$ cat src/rtl/i2cbs_pkg.sv
package i2cbs_pkg;
  localparam int BYTE_W = 8;
  localparam int CNT_W  = $clog2(BYTE_W + 1);

  typedef logic [BYTE_W-1:0] byte_t;

  // 7-bit address compare against bits 7:1 of the own-address register
  function automatic logic addr_equal(input byte_t rx, input byte_t own);
    return rx[BYTE_W-1:1] == own[BYTE_W-1:1];
  endfunction

  // general-call byte is all zero, honoured only with enable bit 0 set
  function automatic logic gc_equal(input byte_t rx, input byte_t own);
    return (rx == '0) && own[0];
  endfunction
endpackage

$ cat src/rtl/i2cbs_seq.sv
module i2cbs_seq
  import i2cbs_pkg::*;
(
  input  logic             clk,
  input  logic             rst_n,
  input  logic             start_stb,
  input  logic             flag_clr,
  input  logic             scl_rise_stb,
  output logic             go,
  output logic             shift_evt,
  output logic             byte_done,
  output logic             ack_done,
  output logic             busy,
  output logic             irq_flag,
  output logic [CNT_W-1:0] bit_idx
);
  localparam logic [CNT_W-1:0] LAST_DATA = CNT_W'(BYTE_W - 1);
  localparam logic [CNT_W-1:0] ACK_SLOT  = CNT_W'(BYTE_W);

  logic             busy_q, flag_q;
  logic [CNT_W-1:0] idx_q;

  assign go        = (start_stb && !busy_q && !flag_q) || (flag_clr && flag_q);
  assign shift_evt = busy_q && scl_rise_stb && (idx_q < ACK_SLOT);
  assign byte_done = shift_evt && (idx_q == LAST_DATA);
  assign ack_done  = busy_q && scl_rise_stb && (idx_q == ACK_SLOT);

  always_ff @(posedge clk) begin
    if (!rst_n) begin
      busy_q <= 1'b0;
      idx_q  <= '0;
    end else if (go) begin
      busy_q <= 1'b1;
      idx_q  <= '0;
    end else if (shift_evt) begin
      idx_q  <= idx_q + 1'b1;
    end else if (ack_done) begin
      busy_q <= 1'b0;
      idx_q  <= '0;
    end
  end

  always_ff @(posedge clk) begin
    if (!rst_n)        flag_q <= 1'b0;
    else if (ack_done) flag_q <= 1'b1;
    else if (go)       flag_q <= 1'b0;
  end

  assign busy     = busy_q;
  assign irq_flag = flag_q;
  assign bit_idx  = idx_q;
endmodule

$ cat src/rtl/i2cbs_shreg.sv
module i2cbs_shreg
  import i2cbs_pkg::*;
#(
  parameter byte_t RST_VAL = '1
) (
  input  logic  clk,
  input  logic  rst_n,
  input  logic  cpu_we,
  input  byte_t cpu_wdata,
  input  logic  flag,
  input  logic  shift_evt,
  input  logic  sda_in,
  output byte_t data,
  output byte_t rx_next
);
  byte_t data_q;

  assign rx_next = {data_q[BYTE_W-2:0], sda_in};

  always_ff @(posedge clk) begin
    if (!rst_n)                data_q <= RST_VAL;
    else if (cpu_we && flag)   data_q <= cpu_wdata;
    else if (shift_evt)        data_q <= rx_next;
  end

  assign data = data_q;
endmodule

$ cat src/rtl/i2cbs_addr_cmp.sv
module i2cbs_addr_cmp
  import i2cbs_pkg::*;
#(
  parameter byte_t RST_VAL = 8'hFE
) (
  input  logic  clk,
  input  logic  rst_n,
  input  logic  addr_we,
  input  byte_t addr_wdata,
  input  logic  go,
  input  logic  byte_done,
  input  byte_t rx_next,
  input  logic  slave_mode,
  input  logic  addr_phase,
  output byte_t own_addr,
  output logic  addr_hit,
  output logic  gc_hit
);
  byte_t own_q;
  logic  hit_q, gc_q;
  logic  cmp_en;

  assign cmp_en = byte_done && slave_mode && addr_phase;

  always_ff @(posedge clk) begin
    if (!rst_n)       own_q <= RST_VAL;
    else if (addr_we) own_q <= addr_wdata;
  end

  always_ff @(posedge clk) begin
    if (!rst_n || go) begin
      hit_q <= 1'b0;
      gc_q  <= 1'b0;
    end else if (cmp_en) begin
      hit_q <= addr_equal(rx_next, own_q) || gc_equal(rx_next, own_q);
      gc_q  <= gc_equal(rx_next, own_q);
    end
  end

  assign own_addr = own_q;
  assign addr_hit = hit_q;
  assign gc_hit   = gc_q;
endmodule

$ cat src/rtl/i2cbs_sda_drv.sv
module i2cbs_sda_drv
  import i2cbs_pkg::*;
(
  input  logic             clk,
  input  logic             rst_n,
  input  logic             go,
  input  logic             busy,
  input  logic [CNT_W-1:0] bit_idx,
  input  logic             scl_low_stb,
  input  logic             ack_done,
  input  logic             xmit,
  input  logic             arb_lost,
  input  logic             data_msb,
  input  logic             ack_en,
  input  logic             addr_phase,
  input  logic             addr_hit,
  input  logic             sda_in,
  output logic             lost,
  output logic             sda_out,
  output logic             ack_ok
);
  localparam logic [CNT_W-1:0] ACK_SLOT = CNT_W'(BYTE_W);

  logic lost_q, sda_q, ack_q;
  logic tx_act, ack_gen;

  assign tx_act  = xmit && !lost_q;
  assign ack_gen = !xmit && ack_en && (!addr_phase || addr_hit);

  always_ff @(posedge clk) begin
    if (!rst_n || go)          lost_q <= 1'b0;
    else if (arb_lost && busy) lost_q <= 1'b1;
  end

  always_ff @(posedge clk) begin
    if (!rst_n || go || ack_done) begin
      sda_q <= 1'b1;
    end else if (busy && scl_low_stb) begin
      if (bit_idx < ACK_SLOT)       sda_q <= tx_act ? data_msb : 1'b1;
      else if (bit_idx == ACK_SLOT) sda_q <= !ack_gen;
    end
  end

  always_ff @(posedge clk) begin
    if (!rst_n)                ack_q <= 1'b0;
    else if (ack_done && xmit) ack_q <= !sda_in;
  end

  assign lost    = lost_q;
  assign sda_out = sda_q;
  assign ack_ok  = ack_q;
endmodule

$ cat src/rtl/i2c_byte_shifter.sv
module i2c_byte_shifter
  import i2cbs_pkg::*;
#(
  parameter byte_t DATA_RST = 8'hFF,
  parameter byte_t ADDR_RST = 8'hFE
) (
  input  logic        clk,
  input  logic        rst_n,
  input  logic        start_stb,
  input  logic        flag_clr,
  input  logic        scl_low_stb,
  input  logic        scl_rise_stb,
  input  logic        sda_in,
  output logic        sda_out,
  input  logic        xmit,
  input  logic        slave_mode,
  input  logic        addr_phase,
  input  logic        arb_lost,
  input  logic        ack_en,
  input  logic        cpu_data_we,
  input  logic [7:0]  cpu_data_wdata,
  output logic [7:0]  cpu_data_rdata,
  input  logic        cpu_addr_we,
  input  logic [7:0]  cpu_addr_wdata,
  output logic [7:0]  cpu_addr_rdata,
  output logic        irq_flag,
  output logic        busy,
  output logic        ack_ok,
  output logic        addr_hit,
  output logic        general_call_hit
);
  // named internal events, visible to the bound checker
  logic             go, shift_evt, byte_done, ack_done, lost;
  logic [CNT_W-1:0] bit_idx;
  byte_t            data, rx_next;

  i2cbs_seq u_seq (
    .clk(clk), .rst_n(rst_n), .start_stb(start_stb), .flag_clr(flag_clr),
    .scl_rise_stb(scl_rise_stb), .go(go), .shift_evt(shift_evt),
    .byte_done(byte_done), .ack_done(ack_done), .busy(busy),
    .irq_flag(irq_flag), .bit_idx(bit_idx)
  );

  i2cbs_shreg #(.RST_VAL(DATA_RST)) u_shreg (
    .clk(clk), .rst_n(rst_n), .cpu_we(cpu_data_we), .cpu_wdata(cpu_data_wdata),
    .flag(irq_flag), .shift_evt(shift_evt), .sda_in(sda_in),
    .data(data), .rx_next(rx_next)
  );

  i2cbs_addr_cmp #(.RST_VAL(ADDR_RST)) u_addr (
    .clk(clk), .rst_n(rst_n), .addr_we(cpu_addr_we), .addr_wdata(cpu_addr_wdata),
    .go(go), .byte_done(byte_done), .rx_next(rx_next),
    .slave_mode(slave_mode), .addr_phase(addr_phase),
    .own_addr(cpu_addr_rdata), .addr_hit(addr_hit), .gc_hit(general_call_hit)
  );

  i2cbs_sda_drv u_drv (
    .clk(clk), .rst_n(rst_n), .go(go), .busy(busy), .bit_idx(bit_idx),
    .scl_low_stb(scl_low_stb), .ack_done(ack_done), .xmit(xmit),
    .arb_lost(arb_lost), .data_msb(data[BYTE_W-1]), .ack_en(ack_en),
    .addr_phase(addr_phase), .addr_hit(addr_hit), .sda_in(sda_in),
    .lost(lost), .sda_out(sda_out), .ack_ok(ack_ok)
  );

  assign cpu_data_rdata = data;
endmodule

$ cat config.mk
export PLATFORM = sky130hd
export DESIGN_NAME = i2c_byte_shifter
export DESIGN_NICKNAME = d
export VERILOG_FILES = /design/src/rtl/i2cbs_pkg.sv /design/src/rtl/i2cbs_seq.sv /design/src/rtl/i2cbs_shreg.sv /design/src/rtl/i2cbs_addr_cmp.sv /design/src/rtl/i2cbs_sda_drv.sv /design/src/rtl/i2c_byte_shifter.sv
export SDC_FILE = /design/constraint.sdc
export NUM_CORES = 1
export LEC_CHECK = 0
export BUFFER_PORTS_ARGS = -buffer_cell sky130_fd_sc_hd__buf_4
export CORE_UTILIZATION = 43
export DETAILED_ROUTE_END_ITERATION = 10
export GPL_TIMING_DRIVEN = 0
export HOLD_SLACK_MARGIN = 0.1
export PLACE_DENSITY = 0.85
export RECOVER_POWER = 25
export SLEW_MARGIN = 20
export SYNTH_ARGS = -nofsm -noshare
export SYNTH_HDL_FRONTEND = slang
export SYNTH_SLANG_ARGS = --single-unit
export TNS_END_PERCENT = 100
$ cat constraint.sdc
create_clock -name clk -period 1.3 [get_ports clk]
set_input_delay 0.39 -clock clk [delete_from_list [all_inputs] [get_ports clk]]
set_output_delay 0.39 -clock clk [all_outputs]
set_load 0.01 [all_outputs]
==> run_results.csv <==
group,metric,value,unit
grt,grt_start_max_net_pins,15,
die,fp.dieH,57.5,microns
sta,fin_crit,1.33,ns
cts,clockRootBuffer,"clkbuf_4",
sta,tns,-0.0333,ns
route,wl_met3,211,microns
die,die_x,57.5,microns
min_path,hold_path.class,"in -> reg",
place,port-buffer-count,50,
synth,yosysTopAreaCell,"dfxtp_1",
cts,cts_sinks,27,
synth,yosysSeqAreaShare,40.9,%
route,avgViaCountPerCell,5.47,
critical_path,critPathMaxFanout,2,
flow_run,maxCapViolCount,0,
critical_path,setup.worst_path.start_class,"flop",
critical_path,timing.rr.start,"u_shreg.data[7]",
cts,cts_buffers,3,
critical_path,r2r_slack,-0.03,ns
synth,ys.flop_type,"dfxtp_1",
die,dieArea,3300,sq um
synth,synth_cell_type_count,35,
power_and_ir_drop,ir_worst_vdd,0.000775,V
cts,htreeDepth,1,
sta,final-hold-violation-count,0,
sta,whs,0.276,ns
sta,setup_violations,2,
die,core_area,2830,sq um
finish,drive_gt1_share,50.9,%
power_and_ir_drop,total_power,1.67,mW
cts,clk_latency,0.33,ns
place,dp_hpwl,2.43,mm
place,dp_slack,-0.131,ns
sta,slew_headroom,63.6,%
critical_path,reg2reg_to,"u_drv.sda_out",
route,route.detailed.drc,2,
sta,fmax,753,MHz
finish,area.growth.synth_to_final,51.1,%
grt,antenna_found_initial,0,
synth,yosysTopAreaCellShare,40.9,%
route,drt-pass1-iter-count,7,
critical_path,worstPathRequired,1.53,ns
cts,cts_tree,"built",
grt,grt_pass1_wl,5.46,mm
sta,clock_skew,0.0108,ns
synth,ys_ff_latch,27,
cts,clockBufferDepth,2,
finish,final_cells,247,
synth,synth_edf_count,0,
route,met1_length,1.61,mm
finish,post-route-util,70.6,%
power_and_ir_drop,leakagePower,0.911,nW
synth,async_flop_share,0,%
synth,synth_nets,184,
route,via_count,1350,
sta,worst_pin_slew,0.546,ns
power_and_ir_drop,powerDensity,835,nW/um^2
synth,syn_avg_cell_area,8.70,sq um
grt,grt_use_total,21.1,%
min_path,hold_depth,3,
grt,grt_pass1_vias,1228,
sta,rsz0062_at_grt,"yes",
place,finalWeightedCongestion,0.843,
synth,syn_area,1320,sq um
critical_path,r2r_cells,5,
route,wl_met2,1.97,mm
finish,final_cell_area,2000,sq um
route,ant_nets,0,
sta,finalCritPeriodShare,102,%
finish,finalNetCount,249,
sta,setup_slack,-0.0282,ns
critical_path,crit_path_end_kind,"flop",
synth,synthCells,152,
die,rows,19,
place,post_dp_cell_area,1740,sq um
die,ioPinCount,52,
status,failed_checks,"DRC, setup timing",
synth,synth_area_leaders,"dfxtp_1 41%, nand2_1 8.5%, mux2i_1 7.6%, nor2_1 4.8%, and3_1 4.7%",
route,wirelength,3.84,mm
synth,yosysWarnings,0,
critical_path,cp.arrival,1.56,ns
min_path,min_from,"cpu_addr_wdata[2]",
finish,antenna_cells,0,
route,top_layer,"met4",
route,drt-initial-drc-count,56,
place,dp.cells,233,
die,start_util,46.7,%
cts,cts.clk_slew.worst_paths,0.15,ns
route,drt-wirelength-per-cell,15.5,microns
critical_path,worstSetupPathType,"reg -> reg",
min_path,min_to,"u_addr.own_addr[2]",
grt,grt_overflow_total,0,
sta,slew_violations,0,
status,status,"finished, violations left",
[synth_stat cells, types with 3 or more instances]
| master | n |
|---|---|
| a21oi_1 | 5 |
| and3_1 | 10 |
| dfxtp_1 | 27 |
| inv_1 | 4 |
| mux2i_1 | 10 |
| nand2_1 | 30 |
| nand2b_1 | 3 |
| nor2_1 | 17 |
| o21ai_1 | 7 |
| xnor2_1 | 3 |
| xor2_1 | 5 |
[worst max path at each step]
stage	start	endpoint	slack [ns]
after global placement	cpu_data_we	u_shreg.data[6]	-0.12
after global routing	u_seq.bit_idx[0]	u_drv.ack_ok	-0.06
after detailed placement	cpu_data_we	u_shreg.data[5]	-0.13
after CTS	u_seq.busy	u_addr.gc_hit	0.0008
final	u_shreg.data[7]	u_drv.sda_out	-0.03
after floorplan	u_seq.bit_idx[0]	u_seq.busy	0.04
[power breakdown]
| group | internal [mW] | switching (mW) |
|---|---|---|
| Clock | 0.120 | 0.247 |
| Combinational | 0.223 | 0.167 |
| Sequential | 0.864 | 0.0483 |
[logic make-up after synthesis]
family / count (synthesis) / share of synthesized area, %
muxes: 11 / 8.42
AOI/OAI and AO/OA: 21 / 10.6
adders and majority gates: 2 / 1.89
and+or+nand+nor: 72 / 28.0
xor gates and xnor gates: 8 / 5.30
buffers and inverters: 11 / 4.92
DFF: 27 / 40.9
[critical path, stage by stage, from the launching register on]
cell and delay (ns):
dfxtp_2 0.36, buf_4 0.14, nor4b_1 0.40, a41oi_1 0.11
mux2i_1 0.16, nand2_1 0.06
[cell usage in the layout (no fill, tap or decap), drive strengths merged]
| master | count |
|---|---|
| xnor2 | 3 |
| nor3 | 1 |
| nor4b | 1 |
| or3b | 2 |
| a31oi | 1 |
| nor4 | 2 |
| a311oi | 1 |
| inv | 4 |
| a2bb2oi | 1 |
| nand3 | 2 |
| and3b | 1 |
| mux2i | 10 |
| and4b | 1 |
| buf | 63 |
| nor3b | 1 |
| nand2 | 30 |
| a41o | 1 |
| and3 | 10 |
| a21oi | 5 |
| ha | 2 |
| nand2b | 3 |
| o21ai | 8 |
| nor2 | 17 |
| nand3b | 1 |
| clkbuf | 8 |
| a22oi | 1 |
| a211oi | 1 |
| xor2 | 5 |
| a41oi | 2 |
| dfxtp | 27 |
| mux2 | 1 |
[area by class of cell]
cell class | count | area [sq um]
Buffer | 5 | 38.8
Clock buffer | 4 | 26.3
Fill cell | 233 | 831
Inverter | 4 | 15.0
Multi-Input combinational cell | 114 | 817
Sequential cell | 27 | 576
Tap cell | 31 | 38.8
Timing Repair Buffer | 62 | 487
[timing repair]
item / CTS / global route
setup buffers: 5 / 6
cloned: 0 / 1
hold buffers: 0 / 0
gates resized for setup: 17 / 33
setup endpoints to repair: 12 / 27
pin swaps: 5 / 14
[layer usage]
metal  GRT usage (%)  vias up
met5               0        -
met4            5.23        0
met3            2.72        6
met2            38.4       57
met1            26.3      638
li1                -      649
[state kept, by name, indices dropped and copies added (netlist names)]
signal and cells:
u_seq.bit_idx 4, u_drv.lost 1, u_seq.busy 1, u_shreg.data 8
u_drv.sda_out 1, u_addr.gc_hit 1, u_addr.own_addr 8, u_drv.ack_ok 1
u_addr.addr_hit 1, u_seq.irq_flag 1
Power figures use the tool's default switching activity.
